===== src/rtl/bus_stub_pkg.sv =====
package bus_stub_pkg;
  typedef enum logic [1:0] {
    PH_HOLD = 2'd0,
    PH_DCUP = 2'd1,
    PH_RUN  = 2'd2
  } pwr_phase_t;

  localparam logic [15:0] NOP_WORD = 16'h00A0;
endpackage


===== src/rtl/bus_stub_pwrseq.sv =====
module bus_stub_pwrseq
  import bus_stub_pkg::*;
#(
  parameter int DC_CLKS = 5,
  parameter int AC_CLKS = 10
) (
  input  logic clk,
  input  logic rst_n,
  output logic dclo_n,
  output logic aclo_n
);
  localparam int MAXC = (DC_CLKS > AC_CLKS) ? DC_CLKS : AC_CLKS;
  localparam int CW   = $clog2(MAXC + 1);
  localparam logic [CW-1:0] DC_LAST = CW'(DC_CLKS - 1);
  localparam logic [CW-1:0] AC_LAST = CW'(AC_CLKS - 1);

  pwr_phase_t    ph_q, ph_d;
  logic [CW-1:0] cnt_q, cnt_d;
  logic          cnt_en;

  always_comb begin
    ph_d   = ph_q;
    cnt_d  = cnt_q;
    cnt_en = 1'b0;
    case (ph_q)
      PH_HOLD: begin
        cnt_en = 1'b1;
        if (cnt_q == DC_LAST) begin
          ph_d  = PH_DCUP;
          cnt_d = '0;
        end else begin
          cnt_d = cnt_q + 1'b1;
        end
      end
      PH_DCUP: begin
        cnt_en = 1'b1;
        if (cnt_q == AC_LAST) begin
          ph_d  = PH_RUN;
          cnt_d = '0;
        end else begin
          cnt_d = cnt_q + 1'b1;
        end
      end
      default: ;
    endcase
  end

  always_ff @(posedge clk or negedge rst_n) begin
    if (!rst_n) begin
      ph_q  <= PH_HOLD;
      cnt_q <= '0;
    end else if (cnt_en) begin
      ph_q  <= ph_d;
      cnt_q <= cnt_d;
    end
  end

  assign dclo_n = (ph_q != PH_HOLD);
  assign aclo_n = (ph_q == PH_RUN);
endmodule


===== src/rtl/bus_stub_addr.sv =====
module bus_stub_addr #(
  parameter int          AW        = 16,
  parameter logic [AW-1:0] PASS_ADDR = 16'h00FE
) (
  input  logic          clk,
  input  logic          rst_n,
  input  logic          sync_act,
  input  logic [AW-1:0] ad_i,
  output logic          sync_seen,
  output logic [AW-1:0] addr_q,
  output logic          pass_q
);
  logic          cap_en;
  logic [AW-1:0] addr_d;
  logic          pass_d;

  always_comb begin
    cap_en = sync_act && !sync_seen;
    addr_d = ~ad_i;
    pass_d = pass_q || (addr_d == PASS_ADDR);
  end

  always_ff @(posedge clk or negedge rst_n) begin
    if (!rst_n) sync_seen <= 1'b0;
    else        sync_seen <= sync_act;
  end

  always_ff @(posedge clk or negedge rst_n) begin
    if (!rst_n) begin
      addr_q <= '0;
      pass_q <= 1'b0;
    end else if (cap_en) begin
      addr_q <= addr_d;
      pass_q <= pass_d;
    end
  end
endmodule


===== src/rtl/bus_stub_resp.sv =====
module bus_stub_resp (
  input  logic clk,
  input  logic rst_n,
  input  logic sync_act,
  input  logic sync_seen,
  input  logic rd_act,
  input  logic wr_act,
  input  logic iak_act,
  output logic reply,
  output logic addr_ack,
  output logic drive,
  output logic err_q
);
  logic err_d, err_en;

  always_comb begin
    reply    = sync_act && !iak_act && (rd_act || wr_act);
    addr_ack = sync_act && sync_seen;
    drive    = rd_act && !iak_act;
    err_en   = rd_act && wr_act;
    err_d    = 1'b1;
  end

  always_ff @(posedge clk or negedge rst_n) begin
    if (!rst_n)      err_q <= 1'b0;
    else if (err_en) err_q <= err_d;
  end
endmodule


===== src/rtl/bus_stub_top.sv =====
module bus_stub_top
  import bus_stub_pkg::*;
#(
  parameter int          DC_CLKS   = 5,
  parameter int          AC_CLKS   = 10,
  parameter logic [15:0] PASS_ADDR = 16'h00FE
) (
  input  logic        clk,
  input  logic        rst_n,
  input  logic        sync_n,
  input  logic        din_n,
  input  logic        dout_n,
  input  logic        iako_n,
  input  logic [15:0] ad_i,
  output logic [15:0] ad_o,
  output logic        ad_oe,
  output logic        rply_n,
  output logic        ar_n,
  output logic        dclo_n,
  output logic        aclo_n,
  output logic [15:0] addr_q,
  output logic        selftest_pass,
  output logic        proto_err
);
  logic sync_seen, reply, addr_ack;

  bus_stub_pwrseq #(.DC_CLKS(DC_CLKS), .AC_CLKS(AC_CLKS)) u_pwr (
    .clk(clk), .rst_n(rst_n), .dclo_n(dclo_n), .aclo_n(aclo_n)
  );

  bus_stub_addr #(.AW(16), .PASS_ADDR(PASS_ADDR)) u_addr (
    .clk(clk), .rst_n(rst_n), .sync_act(!sync_n), .ad_i(ad_i),
    .sync_seen(sync_seen), .addr_q(addr_q), .pass_q(selftest_pass)
  );

  bus_stub_resp u_resp (
    .clk(clk), .rst_n(rst_n), .sync_act(!sync_n), .sync_seen(sync_seen),
    .rd_act(!din_n), .wr_act(!dout_n), .iak_act(!iako_n),
    .reply(reply), .addr_ack(addr_ack), .drive(ad_oe), .err_q(proto_err)
  );

  assign rply_n = !reply;
  assign ar_n   = !addr_ack;
  assign ad_o   = ~NOP_WORD;
endmodule


===== config.mk =====
export PLATFORM = sky130hd
export DESIGN_NAME = bus_stub_top
export DESIGN_NICKNAME = d
export VERILOG_FILES = /design/src/rtl/bus_stub_pkg.sv /design/src/rtl/bus_stub_pwrseq.sv /design/src/rtl/bus_stub_addr.sv /design/src/rtl/bus_stub_resp.sv /design/src/rtl/bus_stub_top.sv
export SDC_FILE = /design/constraint.sdc
export NUM_CORES = 1
export LEC_CHECK = 0
export BUFFER_PORTS_ARGS = -buffer_cell sky130_fd_sc_hd__clkbuf_2
export CORE_MARGIN = 4
export CORE_UTILIZATION = 35
export DETAILED_ROUTE_END_ITERATION = 8
export GPL_ROUTABILITY_DRIVEN = 0
export PLACE_DENSITY = 0.78
export RECOVER_POWER = 100
export REMOVE_ABC_BUFFERS = 1
export SYNTH_ARGS = -nofsm -noshare
export SYNTH_HDL_FRONTEND = slang
export SYNTH_SLANG_ARGS = --single-unit

===== constraint.sdc =====
create_clock -name clk -period 1.2 [get_ports clk]
set_input_delay 0.12 -clock clk [delete_from_list [all_inputs] [get_ports clk]]
set_output_delay 0.12 -clock clk [all_outputs]
set_load 0.1 [all_outputs]

Word level (Yosys, flattened, before mapping)
Cells that the tools add are included.
Widths: inputs -> output; s select.
- bitwise gates (word level): 1
- equality and inequality tests: 7
- add/sub/neg operators: 1
- mux-type cells: 7
- reduce and logical (&&, ||, !) cells: 20
- operators with widths (kind ; count):
    $eq 16x8->1 const B ; 1
    $not 16->16 ; 1
    $mux 4 ; 2
    $pmux 4 s2 ; 1
    $logic_and 1x1->1 ; 6
    $logic_not 1->1 ; 6
    $add 4x1->4 const B ; 1
    $eq 4x3->1 const B ; 1
    $eq 4x4->1 const B ; 1
    $mux 2 ; 2
    $ne 2x1->1 const B ; 2
    $pmux 2 s2 ; 1
    $reduce_and 4->1 ; 1
    $reduce_bool 2->1 ; 2
    $eq 2x1->1 const B ; 1
    $eq 2x2->1 const B ; 1
    $logic_not 2->1 ; 1
    $logic_or 1x1->1 ; 2
    $reduce_and 2->1 ; 1
    $reduce_or 2->1 ; 1
    $mux 1 ; 1
- register bits after elaboration: 25
- output and inout port bits: 39
- input bits: 22
- word-level logic and storage cells: 42

Depth between registers and ports, before layout
- depth in word-level cells: 4
- gate-level depth with buffers: 5

By module
From an unflattened synthesis, not the netlist that was laid out.
- cell total of the unflattened synthesis: 125
- area total of the unflattened synthesis: 1255.0 µm²
- modules (own cells, without submodules) (module ; times used ; area each (µm²) ; cells each):
    bus_stub_addr ; 1 ; 665.6 ; 60
    bus_stub_pwrseq ; 1 ; 374.1 ; 35
    bus_stub_top ; 1 ; 150.1 ; 24
    bus_stub_resp ; 1 ; 65.1 ; 6

Worst setup path before layout
Ideal clock, no wire load.
- path type: register -> output
- from: register u_pwr.ph_q[1]
- to: output aclo_n
- data required time: 1.080 ns
- buffers on the path: 1
- arrival time: 1.854 ns
- cell stages (with the launch flop): 3
- slack: -0.774 ns
- cell sequence: dfrtp_1 > buf_2 > nor2b_1
- longest elaborated chain between the ends: 1
- ends and longest elaborated chain (element ; line ; RTL):
    from (decl) ; bus_stub_pwrseq.sv:17 ; pwr_phase_t ph_q, ph_d;
    from (signal assigned) ; bus_stub_pwrseq.sv:53 ; ph_q <= ph_d;
    $eq 2x2->1 ; bus_stub_pwrseq.sv:59 ; assign aclo_n = (ph_q == PH_RUN);
    to (decl) ; bus_stub_top.sv:20 ; output logic aclo_n,
Every way passes these cells.

Worst setup path in the final report
- from: register u_pwr.ph_q[1]
- to: output dclo_n
- longest elaborated chain between the ends: 1
- ends and longest elaborated chain (element ; line ; RTL):
    $reduce_bool 2->1 ; bus_stub_pwrseq.sv:58 ; assign dclo_n = (ph_q != PH_HOLD);
    to (decl) ; bus_stub_top.sv:19 ; output logic dclo_n,
Every way passes these cells.

==> results.ini <==
[status]
outcome=finished with violations
violations=setup timing

[critical_path]
endpoint_kind=output pin
path_delay_family=flip-flops
crit_chain=or2_4, buf_12
cp_slowest_cell=dfrtp_2
worstSetupPathType=reg -> out
cp_data_arrival_time_ns=1.17
path_buf_inv=1
cp.required_ns=1.08
max_stage_delay_ns=0.43
cp-start-kind=flip-flop
crit_fanout=3

[die]
die_w_um=67.7
die_area_mm2=0.00458
start_util_pct=36.8
fp.dieH_um=67.7
rows=21
core_area_mm2=0.00339
ios=61

[clock_tree]
cts.htree.levels=1
cts_root_buf=clkbuf_4
clk_latency_ns=0.32
cts_tree=built
clock_sinks=25
cts_made_buffers=3
clk_path_buf_depth=2
clk_pin_slew_ns=0.12

[synth]
synth-compound-area-share_pct=11.1
syn-instance-count=124
synth_warnings=0
netlist.area_leader.share_pct=50.2
synthFlopType=dfrtp_1
ys_async_sr_fraction_pct=100
synth_top_family_by_area=simple AND/OR/NAND/NOR gates
yosysMostFrequentCell=dfrtp_1
synthAdderAreaFrac_pct=4.02
synthSimpleGateAreaFrac_pct=17.8
muxShareOfSynthArea_pct=0
synth_edf_count=0
synth_xor_area_share_pct=2.11
ys_seq_area_share_pct=50.2
synth_area_leaders=dfrtp_1 50%, buf_4 9.6%, nand2_1 6.3%
synthesis.area_mm2=0.00125
synth.top_cells.by_count=25 x dfrtp_1, 21 x nand2_1, 16 x buf_4
ys_ff_latch=25
syn_area_per_cell_um2=10.0
yosys.area.top_type=dfrtp_1
synth_cell_types=29

[placement]
dp_slack_ns=-0.118
dpl-instance-area_mm2=0.00183
numPortBuffers=44
dp_hpwl_mm=2.23

[routing]
drt-wirelength-per-cell_um=14.2
final_antenna_net_count=0
drcViolationCount=0
vias_per_cell=4.65
routed_wl_mm=3.43
drt-initial-drc-count=76
vias=1126
drtPass1Iterations=4

[power_and_ir_drop]
clkPwrFrac_pct=15.3
p_switching_uw=1180
seqPwrFrac_pct=39.2
sw_frac_of_total_pct=48.9
p_per_area_mw_per_mm2=1300
p_leak_uw=0.000888
p_int_uw=1240
combPwrFrac_pct=45.5
peakVddDrop_v=0.000787

[timing]
holdWs_ns=0.00398
slew_viol_final=0
worst_pin_slew_ns=0.614
rsz0062_at_grt=yes
setup_viol=6
setup_slack_ns=-0.0915
fin_tns_setup_ns=-0.300
fmaxAchievable_mhz=774
slew-limit-headroom_pct=59.1
hold_viol=0
finalCritPeriodShare_pct=108
skew_ns=0.00657
period_minus_slack_ns=1.29

[global_route]
grt_use_total_pct=15.8
grt_max_degree=26
grt-ovfl-total=0
grt_pass1_wl_mm=5.29
antenna_found_initial=0
grt_pass1_vias=1149

[final_layout]
nets=223
area_delta_synth_final_pct=49.9
post-route-util_pct=55.1
fillers=293
diodes=0
drive_gt1_share_pct=38.8
final_area_mm2=0.00187

[worst_hold_path]
hold_path.class=in -> reg

[job]
drv_cap=0

## registers in the layout (all words and copies together) (netlist names)
signal and count:
u_addr.sync_seen 1, u_resp.err_q 1, u_pwr.cnt_q 4, u_addr.addr_q 16, u_addr.pass_q 1, u_pwr.ph_q 2
## layout make-up
cell class              instances  area [um2]  share of cell area (%)
clock buffers                   4        26.3                    1.41
inverters                       5        18.8                    1.00
multi-input cells              87         548                    29.3
flip-flops and latches         25         629                    33.7
well taps                      46        57.6                    3.08
repair buffers                 75         588                    31.5
## routing by layer
metal | share of wire, % | global-route usage [%] | vias to the layer above
met3 | 7.3 | 5.49 | 14
li1 | - | - | 526
met2 | 55 | 29.3 | 55
met4 | 3.6 | 7.09 | 0
met5 | 0 | 0 | -
met1 | 34 | 15.6 | 531
## kinds of logic (layout without fill, tap and decap cells)
logic type | Yosys count | count (layout)
XOR/XNOR | 3 | 3
other | 2 | 16
AO/OA/AOI/OAI | 24 | 24
adder cells (fa/ha/maj) | 4 | 4
buffers and inverters | 26 | 84
flip-flops | 25 | 25
AND/OR/NAND/NOR | 40 | 40
## layout by cell type (no fill, tap or decap), types with 2 or more instances in the layout
| cell type | count |
|---|---|
| dfrtp_2 | 3 |
| ha_2 | 2 |
| clkbuf_1 | 2 |
| buf_6 | 5 |
| nor2_1 | 3 |
| clkbuf_4 | 4 |
| nor4b_2 | 2 |
| nand4b_1 | 3 |
| conb_1 | 16 |
| clkbuf_2 | 24 |
| xor2_1 | 2 |
| buf_12 | 2 |
| nand2_1 | 21 |
| buf_4 | 24 |
| o21ai_1 | 15 |
| ha_4 | 2 |
| o21ai_0 | 3 |
| inv_2 | 2 |
| inv_1 | 3 |
| dfrtp_1 | 22 |
| dlygate4sd3_1 | 18 |
## stage by stage
stage               std cells  total power, uW
global route              242             2510
finish                    242             2420
detailed placement        216             2240
floorplan                 117             1780
CTS                       242             2650
global placement          216             2220
## final timing paths
check / startpoint / endpoint / slack (ns) / cells after the start
setup / recovery: u_pwr.ph_q[1] / dclo_n / -0.09 / 2
hold / removal: din_n / u_resp.err_q / 0.004 / 2
setup reg to reg: u_pwr.cnt_q[0] / u_pwr.cnt_q[0] / -0.06 / 5
hold reg to reg: u_resp.err_q / u_resp.err_q / 0.49 / 1
max in group asynchronous: rst_n / u_pwr.ph_q[1] / 0.41 / 2
min in group asynchronous: rst_n / u_addr.addr_q[7] / 0.36 / 2
## repair_timing
item / CTS / global route
hold buffers: 18 / 0
gates resized for setup: 16 / 6
endpoints found under the hold margin: 42 / 0
pin swaps: 6 / 2
buffers inserted: 5 / 0
setup endpoints to repair: 6 / 12
## power by group through the flow
stage               clock network [uW]  registers, uW  logic, uW
finish                             370            951       1100
global route                       411            960       1140
CTS                                384            987       1280
detailed placement                   0           1000       1230
global placement                     0           1000       1220
floorplan                            0           1460        326
## worst reg2reg max path: stages, from the launching register on
cell and delay [ns]:
dfrtp_2 0.47, inv_2 0.09, ha_4 0.13, nand4bb_1 0.15, a21oi_2 0.25, nor2_1 0.07
Power figures use the tool's default switching activity.
